**config.mk**
```make
export PLATFORM = sky130hd
export DESIGN_NAME = tape_rdr_ctrl
export DESIGN_NICKNAME = d
export VERILOG_FILES = /design/src/rtl/trc_pkg.sv /design/src/rtl/trc_dir_decode.sv /design/src/rtl/trc_fetch.sv /design/src/rtl/trc_status.sv /design/src/rtl/tape_rdr_ctrl.sv
export SDC_FILE = /design/constraint.sdc
export NUM_CORES = 1
export LEC_CHECK = 0
export ABC_AREA = 1
export BUFFER_PORTS_ARGS = -buffer_cell sky130_fd_sc_hd__clkbuf_2
export CAP_MARGIN = 10
export CORE_MARGIN = 5
export CORE_UTILIZATION = 50
export CTS_CLUSTER_DIAMETER = 30
export DETAILED_ROUTE_END_ITERATION = 7
export MAX_ROUTING_LAYER = met4
export PLACE_DENSITY = 0.84
export SYNTH_ARGS = -nofsm -noshare
export SYNTH_HDL_FRONTEND = slang
export SYNTH_SLANG_ARGS = --single-unit
```
**constraint.sdc**
```tcl
create_clock -name clk -period 1.8 [get_ports clk]
set_clock_uncertainty 0.15 [all_clocks]
set_input_delay 0.18 -clock clk [delete_from_list [all_inputs] [get_ports clk]]
set_output_delay 0.18 -clock clk [all_outputs]
set_load 0.1 [all_outputs]
```
**src/rtl/trc_pkg.sv**
```systemverilog
package trc_pkg;
  // director command bit positions
  localparam int unsigned DIR_CLR_CTRL = 0;
  localparam int unsigned DIR_CLR_INT  = 1;
  localparam int unsigned DIR_DATA_EN  = 2;
  localparam int unsigned DIR_SPARE    = 3;
  localparam int unsigned DIR_ALARM_EN = 4;
  localparam int unsigned DIR_START    = 5;
  localparam int unsigned DIR_STOP     = 6;
  localparam int unsigned DIR_TOP_USED = DIR_STOP;

  // status word bit positions
  localparam int unsigned ST_READY = 0;
  localparam int unsigned ST_BUSY  = 1;
  localparam int unsigned ST_INT   = 2;
  localparam int unsigned ST_DATA  = 3;
  localparam int unsigned ST_ALARM = 5;
  localparam int unsigned ST_LOST  = 6;
  localparam int unsigned ST_PROT  = 7;
  localparam int unsigned ST_EXIST = 8;
  localparam int unsigned ST_MFAIL = 9;
  localparam int unsigned ST_POWER = 10;

  typedef enum logic [1:0] {FT_IDLE, FT_WAIT, FT_REQ} fetch_st_e;

  typedef struct packed {
    logic clr_ctrl;
    logic clr_int;
    logic data_en;
    logic alarm_en;
    logic start;
    logic stop;
  } dir_cmd_t;
endpackage

```
**src/rtl/trc_dir_decode.sv**
```systemverilog
module trc_dir_decode
  import trc_pkg::*;
#(
  parameter int unsigned DATA_W = 16
) (
  input  logic [DATA_W-1:0] wdata,
  output dir_cmd_t          cmd
);
  logic unused_dir_bits;

  assign cmd.clr_ctrl = wdata[DIR_CLR_CTRL];
  assign cmd.clr_int  = wdata[DIR_CLR_INT];
  assign cmd.data_en  = wdata[DIR_DATA_EN];
  assign cmd.alarm_en = wdata[DIR_ALARM_EN];
  assign cmd.start    = wdata[DIR_START];
  assign cmd.stop     = wdata[DIR_STOP];

  assign unused_dir_bits = ^{wdata[DATA_W-1:DIR_TOP_USED+1], wdata[DIR_SPARE]};
endmodule

```
**src/rtl/trc_fetch.sv**
```systemverilog
module trc_fetch
  import trc_pkg::*;
#(
  parameter int unsigned DELAY = 1000
) (
  input  logic clk,
  input  logic rst,
  input  logic sched,
  input  logic cancel,
  input  logic rdr_valid,
  input  logic tape_end,
  output logic req,
  output logic done,
  output logic eot
);
  fetch_st_e st_q;
  logic      cnt_zero;

  generate
    if (DELAY > 1) begin : g_cnt
      localparam int unsigned CW = $clog2(DELAY);
      localparam logic [CW-1:0] LOAD = CW'(DELAY - 1);
      logic [CW-1:0] cnt_q;
      always_ff @(posedge clk) begin
        if (rst)                             cnt_q <= '0;
        else if (sched)                      cnt_q <= LOAD;
        else if (st_q == FT_WAIT && cnt_q != '0) cnt_q <= cnt_q - 1'b1;
      end
      assign cnt_zero = (cnt_q == '0);
    end else begin : g_nocnt
      assign cnt_zero = 1'b1;
    end
  endgenerate

  always_ff @(posedge clk) begin
    if (rst)         st_q <= FT_IDLE;
    else if (cancel) st_q <= FT_IDLE;
    else if (sched)  st_q <= FT_WAIT;
    else begin
      case (st_q)
        FT_WAIT: if (cnt_zero) st_q <= FT_REQ;
        FT_REQ:  if (rdr_valid || tape_end) st_q <= FT_IDLE;
        default: st_q <= st_q;
      endcase
    end
  end

  assign req  = (st_q == FT_REQ);
  assign done = req & rdr_valid & ~cancel;
  assign eot  = req & tape_end & ~rdr_valid & ~cancel;

  AST_REQ_HOLD: assert property (@(posedge clk) disable iff (rst)
    (req && !rdr_valid && !tape_end && !cancel && !sched) |=> req) else $error("req dropped");
  AST_REQ_NEEDS_WAIT: assert property (@(posedge clk) disable iff (rst)
    $rose(req) |-> $past(st_q == FT_WAIT)) else $error("req without wait");
endmodule

```
**src/rtl/trc_status.sv**
```systemverilog
module trc_status
  import trc_pkg::*;
(
  input  logic     clk,
  input  logic     rst,
  input  dir_cmd_t cmd,
  input  logic     cmd_vld,
  input  logic     data_rd,
  input  logic     done,
  input  logic     eot,
  output logic     busy_q,
  output logic     int_q,
  output logic     data_q,
  output logic     alarm_q,
  output logic     lost_q,
  output logic     mfail_q
);
  logic den_q, aen_q, full;

  assign full = data_q & ~data_rd;

  always_ff @(posedge clk) begin
    if (rst) begin
      busy_q <= 1'b0; int_q <= 1'b0; data_q <= 1'b0; alarm_q <= 1'b0;
      lost_q <= 1'b0; mfail_q <= 1'b0; den_q <= 1'b0; aen_q <= 1'b0;
    end else begin
      if (cmd_vld && cmd.clr_int) begin
        den_q <= 1'b0; aen_q <= 1'b0; int_q <= 1'b0;
        alarm_q <= 1'b0; lost_q <= 1'b0;
      end
      if (cmd_vld && cmd.data_en)  den_q  <= 1'b1;
      if (cmd_vld && cmd.alarm_en) aen_q  <= 1'b1;
      if (cmd_vld && cmd.start)    busy_q <= 1'b1;
      if (cmd_vld && cmd.stop)     busy_q <= 1'b0;
      if (data_rd) begin
        data_q <= 1'b0;
        int_q  <= 1'b0;
      end
      if (done) begin
        if (full) begin
          lost_q  <= 1'b1;
          alarm_q <= 1'b1;
          if (aen_q) int_q <= 1'b1;
        end else begin
          data_q <= 1'b1;
          if (den_q) int_q <= 1'b1;
        end
      end
      if (eot) begin
        alarm_q <= 1'b1;
        mfail_q <= 1'b1;
        if (aen_q) int_q <= 1'b1;
      end
      if (cmd_vld && cmd.clr_ctrl) begin
        busy_q <= 1'b0; int_q <= 1'b0; data_q <= 1'b0; alarm_q <= 1'b0;
        lost_q <= 1'b0; mfail_q <= 1'b0; den_q <= 1'b0; aen_q <= 1'b0;
      end
    end
  end

  AST_IRQ_ENABLED: assert property (@(posedge clk) disable iff (rst)
    $rose(int_q) |-> $past(den_q | aen_q)) else $error("irq without enable");
  AST_MFAIL_FROM_EOT: assert property (@(posedge clk) disable iff (rst)
    $rose(mfail_q) |-> $past(eot)) else $error("mfail without eot");
  AST_READ_CLEARS: assert property (@(posedge clk) disable iff (rst)
    (data_rd && !done) |=> !data_q && !int_q) else $error("read left data");
  AST_CLR_CTRL_ALL: assert property (@(posedge clk) disable iff (rst)
    (cmd_vld && cmd.clr_ctrl) |=> !busy_q && !int_q && !mfail_q && !den_q && !aen_q) else $error("clear ctrl");
endmodule

```
**src/rtl/tape_rdr_ctrl.sv**
```systemverilog
module tape_rdr_ctrl
  import trc_pkg::*;
#(
  parameter int unsigned DATA_W     = 16,
  parameter int unsigned CHAR_W     = 8,
  parameter int unsigned READ_DELAY = 1000,
  parameter bit          PROTECTED  = 1'b0,
  parameter bit          EXISTS     = 1'b1
) (
  input  logic              clk,
  input  logic              rst,
  input  logic              cpu_sel,
  input  logic              cpu_wr,
  input  logic              cpu_rd,
  input  logic [DATA_W-1:0] cpu_wdata,
  input  logic [DATA_W-1:0] cpu_acc,
  output logic [DATA_W-1:0] cpu_rdata,
  output logic              cpu_rej,
  output logic              irq,
  output logic              rdr_req,
  input  logic [CHAR_W-1:0] rdr_byte,
  input  logic              rdr_valid,
  input  logic              tape_loaded,
  input  logic              tape_end
);
  dir_cmd_t          cmd;
  logic              cmd_vld, data_rd, sched, cancel, done, eot;
  logic              st_busy, st_int, st_data, st_alarm, st_lost, st_mfail;
  logic [CHAR_W-1:0] char_q;
  logic [DATA_W-1:0] status_w;
  logic              unused_acc_low;

  assign cmd_vld = cpu_wr & cpu_sel;
  assign data_rd = cpu_rd & ~cpu_sel;
  assign cancel  = cmd_vld & (cmd.stop | cmd.clr_ctrl);
  assign sched   = (cmd_vld & cmd.start) | (data_rd & st_busy);

  trc_dir_decode #(.DATA_W(DATA_W)) u_dec (
    .wdata (cpu_wdata),
    .cmd   (cmd)
  );

  trc_fetch #(.DELAY(READ_DELAY)) u_fetch (
    .clk       (clk),
    .rst       (rst),
    .sched     (sched),
    .cancel    (cancel),
    .rdr_valid (rdr_valid),
    .tape_end  (tape_end),
    .req       (rdr_req),
    .done      (done),
    .eot       (eot)
  );

  trc_status u_status (
    .clk     (clk),
    .rst     (rst),
    .cmd     (cmd),
    .cmd_vld (cmd_vld),
    .data_rd (data_rd),
    .done    (done),
    .eot     (eot),
    .busy_q  (st_busy),
    .int_q   (st_int),
    .data_q  (st_data),
    .alarm_q (st_alarm),
    .lost_q  (st_lost),
    .mfail_q (st_mfail)
  );

  always_ff @(posedge clk) begin
    if (rst) char_q <= '0;
    else if (done && (!st_data || data_rd)) char_q <= rdr_byte;
  end

  always_comb begin
    status_w           = '0;
    status_w[ST_READY] = tape_loaded & ~st_mfail;
    status_w[ST_BUSY]  = st_busy;
    status_w[ST_INT]   = st_int;
    status_w[ST_DATA]  = st_data;
    status_w[ST_ALARM] = st_alarm;
    status_w[ST_LOST]  = st_lost;
    status_w[ST_PROT]  = PROTECTED;
    status_w[ST_EXIST] = EXISTS;
    status_w[ST_MFAIL] = st_mfail;
    status_w[ST_POWER] = tape_loaded;
  end

  always_ff @(posedge clk) begin
    if (rst) begin
      cpu_rdata <= '0;
      cpu_rej   <= 1'b0;
    end else begin
      cpu_rej <= cpu_wr & ~cpu_sel;
      if (cpu_rd) cpu_rdata <= cpu_sel ? status_w : {cpu_acc[DATA_W-1:CHAR_W], char_q};
    end
  end

  assign irq            = st_int;
  assign unused_acc_low = ^cpu_acc[CHAR_W-1:0];

  AST_REQ_WHILE_BUSY: assert property (@(posedge clk) disable iff (rst)
    rdr_req |-> st_busy) else $error("request while stopped");
  AST_REJ_DATA_WRITE: assert property (@(posedge clk) disable iff (rst)
    cpu_rej |-> $past(cpu_wr && !cpu_sel)) else $error("spurious reject");
  AST_REJ_KEEPS_BYTE: assert property (@(posedge clk) disable iff (rst)
    (cpu_wr && !cpu_sel && !done) |=> $stable(char_q)) else $error("reject changed byte");
endmodule

```
# == After elaboration in Yosys (flattened, before gate mapping) ==
# Index checks and enable logic that the tools add are counted.
# classes
n_mux,28
n_addsub,1
n_reduce_logical,25
n_bitwise,20
n_eq_ne,6
# op_table
operator,count
2-to-1 mux 1 bit,22
2-to-1 mux 10 bit,2
2-to-1 mux 16 bit,1
bitwise AND 1 bit,13
logical NOT 10 bit,1
nonzero test 10 bit,1
"subtractor 10 x 1 -> 10 bit, second input constant",1
logical AND 1 bit,8
nonzero test 2 bit,4
AND reduction 3 bit,2
OR reduction 2 bit,3
OR reduction 3 bit,2
NOT 1 bit,5
2-to-1 mux 2 bit,2
one-hot mux 2 bit (2 select lines),1
"inequality test 3 x 2 -> 1 bit, second input constant",1
"inequality test 3 bit, second input constant",1
nonzero test 3 bit,1
"equality test 2 x 1 -> 1 bit, second input constant",1
"equality test 2 bit, second input constant",1
logical OR 1 bit,2
"inequality test 2 x 1 -> 1 bit, second input constant",1
"inequality test 2 bit, second input constant",1
OR 1 bit,2
logical NOT 1 bit,1
# word_totals
inputBits,48
elab_cells,95
register_bits,45

# == Logic depth before layout (Yosys ltp) ==
# Gate-level depths: netlist (run 1).
# depth
word_depth,9
depth_mapped,10

# == Hierarchy ==
# Synthesis (run 1) repeated with hierarchy kept, for this count alone.
# unflattened
cells_unflattened,326
area_unflattened_um2,2238.4
# modules_own_cells
module,cells_each,area_each_um2,instances
tape_rdr_ctrl,159,1086.0,1
trc_fetch,119,789.5,1
trc_status,42,317.8,1
trc_dir_decode,6,45.0,1

# == Worst setup path after synthesis (run 1) ==
# OpenSTA, ideal clock, no wires.
# synth_path
kind,register -> register
from,reg u_fetch.st_q[1]
to,reg char_q[5]
setup_slack_ns,-0.972
setup_time_ns,0.115
arrival_ns,2.506
t_required_ns,1.535
stages_incl_launch_ff,9
path_cell_list,dfxtp_1 inv_1 nor2_1 inv_1 nor2_4 nand2_4 buf_6 o21ai_2 a21oi_2
# synth_between
elab_chain_cells,4
# synth_rtl
item,line_no,rtl
start: declaration,trc_fetch.sv:16,fetch_st_e st_q;
start signal: assignment,trc_fetch.sv:43,default: st_q <= st_q;
equality test 2 bit,trc_fetch.sv:48,assign req = (st_q == FT_REQ);
via rdr_req,tape_rdr_ctrl.sv:20,"output logic rdr_req,"
bitwise AND 1 bit (2 in a row),trc_fetch.sv:49,assign done = req & rdr_valid & ~cancel;
logical AND 1 bit,tape_rdr_ctrl.sv:73,else if (done && (!st_data || data_rd)) char_q <= rdr_byte;
end signal: assignment,tape_rdr_ctrl.sv:73,
end: declaration,tape_rdr_ctrl.sv:29,logic [CHAR_W-1:0] char_q;
# The timed path passes the listed nets, and every way through them passes these cells.
# A chain may end at the register's enable or synchronous reset.

# == Worst setup path after layout (run 1) ==
# layout_path
from,reg u_fetch.g_cnt.cnt_q[0]
to,reg u_fetch.g_cnt.cnt_q[1]
# layout_between
elab_chain_cells,3
# layout_rtl
item,line_no,rtl
start: declaration,trc_fetch.sv:23,logic [CW-1:0] cnt_q;
start signal: assignment,trc_fetch.sv:27,else if (st_q == FT_WAIT && cnt_q != '0) cnt_q <= cnt_q - 1'b1;
subtractor 10 x 1 -> 10 bit / nonzero test 10 bit (equally long branches),trc_fetch.sv:27,
2-to-1 mux 10 bit / logical AND 1 bit (equally long branches),trc_fetch.sv:27,
2-to-1 mux 10 bit / nonzero test 2 bit (equally long branches),-,
# Parallel ways exist; a longest one is shown, timed or not. The select of a mux whose other input is x is not followed.

==> impl_metrics.ini, run 1 <==
[timing]
rsz0062_at_grt = no
finalSetupViolCount = 0
fin_setup_tns_ns = 0
slew_violations = 0
worst_pin_slew_ns = 0.550
fin_crit_sh_pct = 93.5
hold_viol_final = 0
finalCriticalPeriod_ns = 1.68
slew_headroom_pct = 63.5
fmax_mhz = 594

[floorplanning]
ios = 67
placementRows = 23
start_util_pct = 51.8
core_area_um2 = 4000
die_area_um2 = 5530
fp.dieH_um = 74.4
die_w_um = 74.4

[critical_path]
slowest_delay_ns = 0.33
critPathLaunchType = register
crit_path_cell_trace = inv_1, ha_1, nand2_2, nor2_4, nand2_2, nand2_4, nor2_1, o21ai_1, inv_1
end_kind = register
critPathKind = reg -> reg
crit_buf_inv = 2
cp.arrival_ns = 1.72
crit_required_ns = 1.84
critical_path.top_delay_family = simple AND/OR/NAND/NOR gates
crit_slowest_cell = dfxtp_1
crit_fanout = 8

[hold_path]
hold_class = in -> reg

[cts]
clock-root-buffer = clkbuf_8
clkLatencyLatePin_ns = 0.30
clock_sinks = 45
clk_pin_slew_ns = 0.09
cts-buffers-inserted = 5
htreeDepth = 2
clockBufferDepth = 2
cts_tree = built

[final_layout]
fillers = 348
multi_input_area_um2 = 960
nNetsFinal = 392
areaGrowthSynthToFinish_pct = 24.3
final-seq-area_um2 = 901
n_antenna_cell = 0
layout-drive-gt1-share_pct = 25.6
layoutNonFillerInstCount = 394

[synthesis]
syn_area_um2 = 2070
synth_top_flop_cell = dfxtp_1
synth.distinct_cells = 30
seq_area_frac_synth_pct = 43.5
synth_top_cell_area_share_pct = 43.5
ys_seq_elements = 45
synth_common_cells = nand2_1, dfxtp_1, inv_1, nand3_1, a21oi_1
yosys-top-cells-area = dfxtp_1, nand2_1, inv_1
synthesis.nets = 328
syn_avg_cell_area_um2 = 7.43
yosysTopAreaCell = dfxtp_1
synth_edf_count = 0
yosysMostFrequentCell = nand2_1
synthArstFlopShare_pct = 0
yosys_warnings = 0
syn_inst = 279

[status]
status = completed

[flow_run]
drv_cap = 0

[place]
hpwl_um = 3380
dp.cells = 372
portBuffers = 48
gp_congestion = 0.824

[route]
drc_errors = 0
dr.pass1.iters = 4
wl_per_cell_um = 12.1
drt-total-wl_um = 4750
num_vias = 1974
drt_iter0_drc = 115
vias_per_cell = 5.01
ant_nets = 0

[power_and_ir_drop]
p_seq_share_pct = 49.6
p_leak_nw = 1.20
clkPwrFrac_pct = 29.3
powerDensity_nw_per_um2 = 829
comb_power_share_pct = 21.0
swShare_pct = 31.7
cell_internal_pwr_w = 0.00146
switchingPower_w = 0.000676
ir_worst_vdd_mv = 0.559

[global_routing]
grt-ovfl-total = 0
antenna_found_initial = 0
grt_use_total_pct = 18.4
grt_max_degree = 18
grt_pass1_wl_um = 7750
grt_pass1_vias = 1804
cells by family after synthesis:
group / count (synthesis) / share of synthesized area, %
buffers and inverters: 51 / 10.7
AOI/OAI and AO/OA: 52 / 16.4
xor gates and xnor gates: 4 / 1.69
adders and majority gates: 1 / 0.604
and+or+nand+nor: 126 / 27.1
DFF: 45 / 43.5
worst min-delay path: stages:
cell	delay (ns)
clkbuf_2	0.07
o21ai_0	0.07
a21oi_1	0.11
worst paths after layout:
check	to	start	depth (start not counted)	slack, ns
hold / removal	char_q[3]$_SDFFE_PP0P_	rdr_byte[3]	3	0.01
hold reg to reg	char_q[3]$_SDFFE_PP0P_	char_q[3]$_SDFFE_PP0P_	2	0.31
setup / recovery	u_fetch.g_cnt.cnt_q[1]$_SDFFE_PP0P_	u_fetch.g_cnt.cnt_q[0]$_SDFFE_PP0P_	9	0.12
setup reg to reg	u_fetch.g_cnt.cnt_q[1]$_SDFFE_PP0P_	u_fetch.g_cnt.cnt_q[0]$_SDFFE_PP0P_	9	0.12
layout make-up:
class                   count  share of cell area, %
flip-flops and latches     45                   35.0
clock inverters             3                  0.826
well taps                  50                   2.43
multi-input cells         183                   37.3
inverters                  43                   6.37
repair buffers             65                   15.5
clock buffers               5                   2.67
registers in the layout, indices dropped and copies added, names as in the netlist, 2 cells and up:
register and count:
cpu_rdata 16, u_fetch.g_cnt.cnt_q 10, char_q 8, u_fetch.st_q 2
power by group through the flow:
| stage | clock network, W | logic [W] | registers (W) |
|---|---|---|---|
| 5_1_grt | 0.000685 | 0.000492 | 0.00107 |
| 6_report | 0.000626 | 0.000449 | 0.00106 |
| 4_1_cts | 0.000646 | 0.000433 | 0.00106 |
| 3_5_place_dp | 0 | 0.000408 | 0.00108 |
| 2_1_floorplan | 0 | 0.000244 | 0.00115 |
| 3_3_place_gp | 0 | 0.000400 | 0.00108 |
layer usage:
metal / GRT usage (%) / wire, um / vias to the layer above
met1: 23.1 / 2140 / 875
met2: 28.7 / 2250 / 69
met5: - / 0 / -
met4: 6.72 / 68 / 0
li1: - / - / 1022
met3: 4.73 / 284 / 8
metrics by stage:
step,area [um^2],util [%],setup WS (ns),hold WS [ns],power (W)
2_1_floorplan,2080,-,0.00169,0.0991,0.00140
3_3_place_gp,2350,58.7,0.147,0.266,0.00148
3_5_place_dp,2350,58.7,0.165,0.271,0.00149
4_1_cts,2560,63.9,0.108,0.00901,0.00214
5_1_grt,2570,64.4,0.00245,0.0164,0.00224
6_report,2570,64.4,0.118,0.0119,0.00214
placed cells by master (no fill, tap or decap):
master / n
nand2_2: 7
xor2_1: 3
a21oi_1: 20
clkinvlp_4: 1
dfxtp_1: 45
clkbuf_8: 5
a221oi_1: 1
o21ai_0: 6
nand4_1: 2
nor2_1: 18
a22o_1: 1
inv_4: 1
inv_1: 39
a21oi_2: 5
o21ai_4: 1
o211ai_1: 6
clkinv_2: 1
o21ai_2: 3
nor2_4: 3
o21ai_1: 3
dlygate4sd3_1: 12
ha_1: 1
nand3_1: 25
nand2_1: 68
buf_4: 5
a21boi_1: 1
clkbuf_2: 48
o221ai_1: 1
inv_2: 3
xnor2_1: 1
a31oi_1: 3
nand2_4: 3
o221a_2: 1
inv_6: 1
repair_timing:
action                     CTS  global route
hold endpoints to repair    12             0
resized for setup            0             1
setup endpoints to repair    0             4
buffers inserted             0             2
hold buffers                12             0
Power figures use the tool's default switching activity.
==> inputs of run 2 (changes only) <==
--- a/config.mk
+++ b/config.mk
@@ -13,4 +13,5 @@
 export CTS_CLUSTER_DIAMETER = 30
 export DETAILED_ROUTE_END_ITERATION = 7
+export GPL_TIMING_DRIVEN = 0
 export MAX_ROUTING_LAYER = met4
 export PLACE_DENSITY = 0.84
==> constraint.sdc (replaced) <==
create_clock -name clk -period 1.8 [get_ports clk]
set_clock_uncertainty 0.15 [all_clocks]
set_input_delay 0.27 -clock clk [delete_from_list [all_inputs] [get_ports clk]]
set_output_delay 0.27 -clock clk [all_outputs]
set_load 0.1 [all_outputs]
==> impl_metrics.ini, run 2 (synthesized netlist as in run 1, its figures left out) <==
[place]
hpwl_um = 3580
portBuffers = 47
place_ws_ns = 0.111
dp.cells = 376
gp_congestion = 0.856

[final_layout]
layout-drive-gt1-share_pct = 26.0
largest_register = cpu_rdata
fillers = 358
mostFrequentLayoutCell = nand2_1
layoutNonFillerInstCount = 384
largest_register_ff_count = 16
largestRegisters = cpu_rdata: 16 flops, u_fetch.g_cnt.cnt_q: 10 flops, char_q: 8 flops
multi_input_area_um2 = 970
nNetsFinal = 382
finish.utilization_pct = 62.5
n_antenna_cell = 0
final_cell_mix = nand2_1, clkbuf_2, dfxtp_1, inv_1, nand3_1
areaGrowthSynthToFinish_pct = 20.7
final-seq-area_um2 = 901

[floorplanning]
start_util_pct = 51.8
core_area_um2 = 4000
fp.dieH_um = 74.4
die_w_um = 74.4
ios = 67
die_area_um2 = 5530
placementRows = 23

[critical_path]
cp.arrival_ns = 1.29
crit_required_ns = 1.38
critPathKind = reg -> out
crit_fanout = 2
slowest_delay_ns = 0.46
crit_path_cell_trace = inv_1, nor2_4, clkbuf_2
crit_slowest_cell = clkbuf_2
end_kind = primary output
critPathLaunchType = register

[cts]
cts-buffers-inserted = 5
htreeDepth = 2
clkLatencyLatePin_ns = 0.30
clockBufferDepth = 2
cts_tree = built
clock_sinks = 45
clk_pin_slew_ns = 0.09
clock-root-buffer = clkbuf_8
hold_buffers = 0

[power_and_ir_drop]
ir_worst_vdd_mv = 0.539
p_leak_nw = 1.18
powerDensity_nw_per_um2 = 901

[timing]
finalCriticalPeriod_ns = 1.71
worst_pin_slew_ns = 0.547
slew_violations = 0
layout_setup_ws_ns = 0.0851
hold_viol_final = 0
finalSetupViolCount = 0
slew_headroom_pct = 63.7
fmax_mhz = 583
fin_crit_sh_pct = 95.3

[route]
vias_per_cell = 5.17
drt-total-wl_um = 4830
drc_errors = 0
num_vias = 1985
drt_iter0_drc = 166
ant_nets = 0
wl_per_cell_um = 12.6
dr.pass1.iters = 5

[status]
status = completed

[global_routing]
grt_max_degree = 15
grt-ovfl-total = 0
antenna_found_initial = 0
grt_pass1_vias = 1829
grt_pass1_wl_um = 7890
grt_use_total_pct = 19.0

[hold_path]
hold_class = in -> reg

[flow_run]
drv_cap = 0
[run 2: cell types whose count changed in the layout (fill, tap and decap cells not counted), moves of 2 or more]
cell and change:
buf_4 -5, buf_6 +3, dlygate4sd3_1 -12, nand2_2 -2, buf_2 +4, clkbuf_1 +2
[run 2: area by class of cell]
type	instances	share of cell area [%]
multi-input combinational	183	38.8
sequential	45	36.0
timing repair buffer	47	9.40
inverter	43	6.55
clock buffer	6	2.90
tap	50	2.50
buffer	8	2.30
clock inverter	2	1.55
[run 2: path summary, 6_finish.rpt]
kind                                                          start                             endpoint  slack, ns  cells past startpoint
worst min-delay path                                    cpu_acc[12]           cpu_rdata[12]$_SDFFE_PP0P_       0.04                      3
worst max register to register  u_fetch.g_cnt.cnt_q[0]$_SDFFE_PP0P_  u_fetch.g_cnt.cnt_q[1]$_SDFFE_PP0P_       0.12                      9
worst min register to register               char_q[6]$_SDFFE_PP0P_               char_q[6]$_SDFFE_PP0P_       0.31                      2
worst max-delay path                   u_fetch.st_q[1]$_SDFFE_PP0P_                              rdr_req       0.09                      3
[run 2: stage by stage]
step,setup TNS (ns),total power (W),cell area (um^2),hold WS [ns]
floorplan,0,0.00140,2080,0.189
global placement,0,0.00149,2380,0.289
detailed placement,0,0.00150,2380,0.298
CTS,0,0.00225,2490,0.0321
global route,-0.00968,0.00235,2500,0.0382
finish,0,0.00225,2500,0.0363
[run 2: report_power, final]
part | switching (W) | total (W) | internal (W) | leakage, nW
sequential | 0.0000276 | 0.00106 | 0.00103 | 0.366
clock | 0.000344 | 0.000761 | 0.000417 | 0.0554
combinational | 0.000301 | 0.000432 | 0.000131 | 0.754
total | 0.000673 | 0.00225 | 0.00158 | 1.18
[run 2: per-layer routing]
metal / up-vias / track usage (%) / part of all wire (%)
li1: 1001 / - / -
met5: - / - / 0
met2: 59 / 29.7 / 48
met4: 0 / 6.52 / 1.4
met3: 7 / 4.73 / 5.4
met1: 918 / 23.8 / 45
[run 2: what timing repair did]
item | in CTS | in global routing
buffers inserted | 0 | 0
gates resized for setup | 0 | 2
setup endpoints to repair | 0 | 3
[run 2: critical path, delay by kind of cell (launching register included)]
family | cells | cell delay (ns)
buf+inv | 2 | 0.53
simple gates | 1 | 0.13
flops | 1 | 0.33
==> inputs of run 3 (changes only) <==
Settings changed: PLACE_DENSITY 0.84 to 0.83, SYNTH_HIERARCHICAL set to 1.
==> impl_metrics.ini, run 3 <==
[status]
status = completed

[cts]
htreeDepth = 2
cts_tree = built
clock-root-buffer = clkbuf_8
cts_setup_buffers = 0
cts-buffers-inserted = 5
clk_pin_slew_ns = 0.09
clkLatencyLatePin_ns = 0.31
clock_sinks = 45
clockBufferDepth = 2

[timing]
fin_crit_sh_pct = 96.9
holdWs_ns = 0.0291
slew_violations = 0
finalSetupViolCount = 0
fmax_mhz = 573
finalCriticalPeriod_ns = 1.74
worst_pin_slew_ns = 0.548
slew_headroom_pct = 63.6
rsz0062_at_grt = no
layout_setup_ws_ns = 0.0553
hold_viol_final = 0

[global_routing]
grt_pass1_vias = 1978
grt_max_degree = 15
grt-ovfl-total = 0
antenna_found_initial = 0
grt_use_total_pct = 18.1
grt_pass1_wl_um = 8710

[final_layout]
final_cell_mix = nand2_1, inv_1, dfxtp_1, clkbuf_2, nand3_1
final_cell_area_um2 = 2690
areaGrowthSynthToFinish_pct = 20.1
largestRegisters = cpu_rdata: 16 flops, u_fetch/g_cnt.cnt_q: 10 flops, char_q: 8 flops
largest_register_ff_count = 16
n_antenna_cell = 0
mostFrequentLayoutCell = nand2_1
largest_register = cpu_rdata
layout-drive-gt1-share_pct = 22.9
nNetsFinal = 426

[route]
vias_per_cell = 5.07
drt-total-wl_um = 5160
drt_iter0_drc = 124
drc_errors = 0
ant_nets = 0
wl_per_cell_um = 12.1
num_vias = 2168
dr.pass1.iters = 4

[place]
placed_cell_area_um2 = 2530
place_ws_ns = -0.149
portBuffers = 42
gp_congestion = 0.867
hpwl_um = 3760

[synthesis]
synth_edf_count = 0
synthArstFlopShare_pct = 0
syn_inst = 326
synth_mux_area_share_pct = 0
synth-xor-area-share_pct = 1.17
synth_common_cells = nand2_1, inv_1, dfxtp_1, nand3_1, nor2_1
seq_area_frac_synth_pct = 40.2
yosys.area_share.simple_pct = 36.1
yosysTopAreaCell = dfxtp_1
synth_top_family_by_area = simple AND/OR/NAND/NOR gates
synth_compound_area_share_pct = 7.66
yosys-top-cells-area = dfxtp_1, nand2_1, nand3_1
syn_area_um2 = 2240
synth.distinct_cells = 32
synth_top_cell_area_share_pct = 40.2
syn_avg_cell_area_um2 = 6.87
synth_top_flop_cell = dfxtp_1
synth_adder_area_share_pct = 1.68
yosysMostFrequentCell = nand2_1
synthesis.nets = 377
yosys_warnings = 6
ys_seq_elements = 45

[critical_path]
cp.arrival_ns = 1.32
end_kind = primary output
critPathKind = reg -> out
crit_slowest_cell = buf_2
critPathLaunchType = register
slowest_delay_ns = 0.42
crit_path_cell_trace = inv_1, ha_4, buf_2
crit_required_ns = 1.38
crit_fanout = 4

[floorplanning]
die_w_um = 76.9
ios = 67
fp.dieH_um = 76.9
start_util_pct = 51.4
core_area_um2 = 4350
die_area_um2 = 5920
placementRows = 24

[power_and_ir_drop]
ir_worst_vdd_mv = 0.627
power.total_w = 0.00250
powerDensity_nw_per_um2 = 930
p_leak_nw = 1.38

[flow_run]
drv_cap = 0

[hold_path]
hold_class = in -> reg
[run 3: cell count changes after synthesis, moves of 5 or more]
| cell | before | now |
|---|---|---|
| a21oi_1 | 20 | 27 |
| a21oi_2 | 5 | 0 |
| nand3_1 | 25 | 37 |
| o211ai_1 | 6 | 0 |
| nand2_1 | 69 | 91 |
| nor2_1 | 19 | 29 |
| o21ai_0 | 6 | 1 |
| inv_1 | 40 | 46 |
| buf_4 | 0 | 7 |
[run 3: kinds of logic after synthesis]
| group | count (synthesis) |
|---|---|
| AOI/OAI and AO/OA | 32 |
| DFF | 45 |
| buffers and inverters | 64 |
| and+or+nand+nor | 179 |
| xor gates and xnor gates | 3 |
| adders and majority gates | 3 |
[run 3: layer usage]
| layer | GRT usage [%] | share of wire (%) | wire length, um |
|---|---|---|---|
| met5 | - | 0 | 0 |
| met3 | 4.10 | 5.7 | 294 |
| met2 | 30.4 | 50 | 2590 |
| met1 | 21.2 | 43 | 2240 |
| met4 | 6.29 | 0.76 | 39 |
[run 3: timing repair]
action                     CTS  global route
resized for setup            0             6
setup endpoints to repair    0             7
hold buffers                 0             0
[run 3: worst paths after layout]
kind / startpoint / endpoint / slack [ns] / depth (start not counted)
worst min-delay path: cpu_acc[14] / cpu_rdata[14]$_SDFFE_PP0P_ / 0.03 / 3
worst max-delay path: u_fetch/st_q[0]$_SDFFE_PP0P_ / rdr_req / 0.06 / 3
worst max register to register: u_fetch/g_cnt.cnt_q[0]$_SDFFE_PP0P_ / u_fetch/g_cnt.cnt_q[5]$_SDFFE_PP0P_ / 0.12 / 10
worst min register to register: char_q[7]$_SDFFE_PP0P_ / cpu_rdata[7]$_SDFFE_PP0P_ / 0.31 / 2
[run 3: layout make-up]
cell class,instances,area [um^2]
multi-input cells,217,1070
flip-flops and latches,45,901
inverters,48,184
plain buffers,16,120
repair buffers,42,210
clock buffers,5,68.8
well taps,52,65.1
clock inverters,3,65.1
fillers,379,1670
[run 3: critical path, delay by kind of cell (launching register included)]
kind	cells	cell delay (ns)
buffers and inverters	2	0.52
flip-flops	1	0.34
adder cells (fa/ha/maj)	1	0.15
[run 3: power by group]
group          switching [W]  internal (W)
Sequential         0.0000338       0.00104
Combinational       0.000348      0.000167
Clock               0.000357      0.000552
[run 3: through the flow]
step,TNS (ns),util [%],instances
final,0,61.7,428
after global routing,0,61.7,428
after CTS,0,61.3,428
after detailed placement,-0.251,58.2,420
after global placement,-0.256,58.2,420
after floorplan,0,-,326
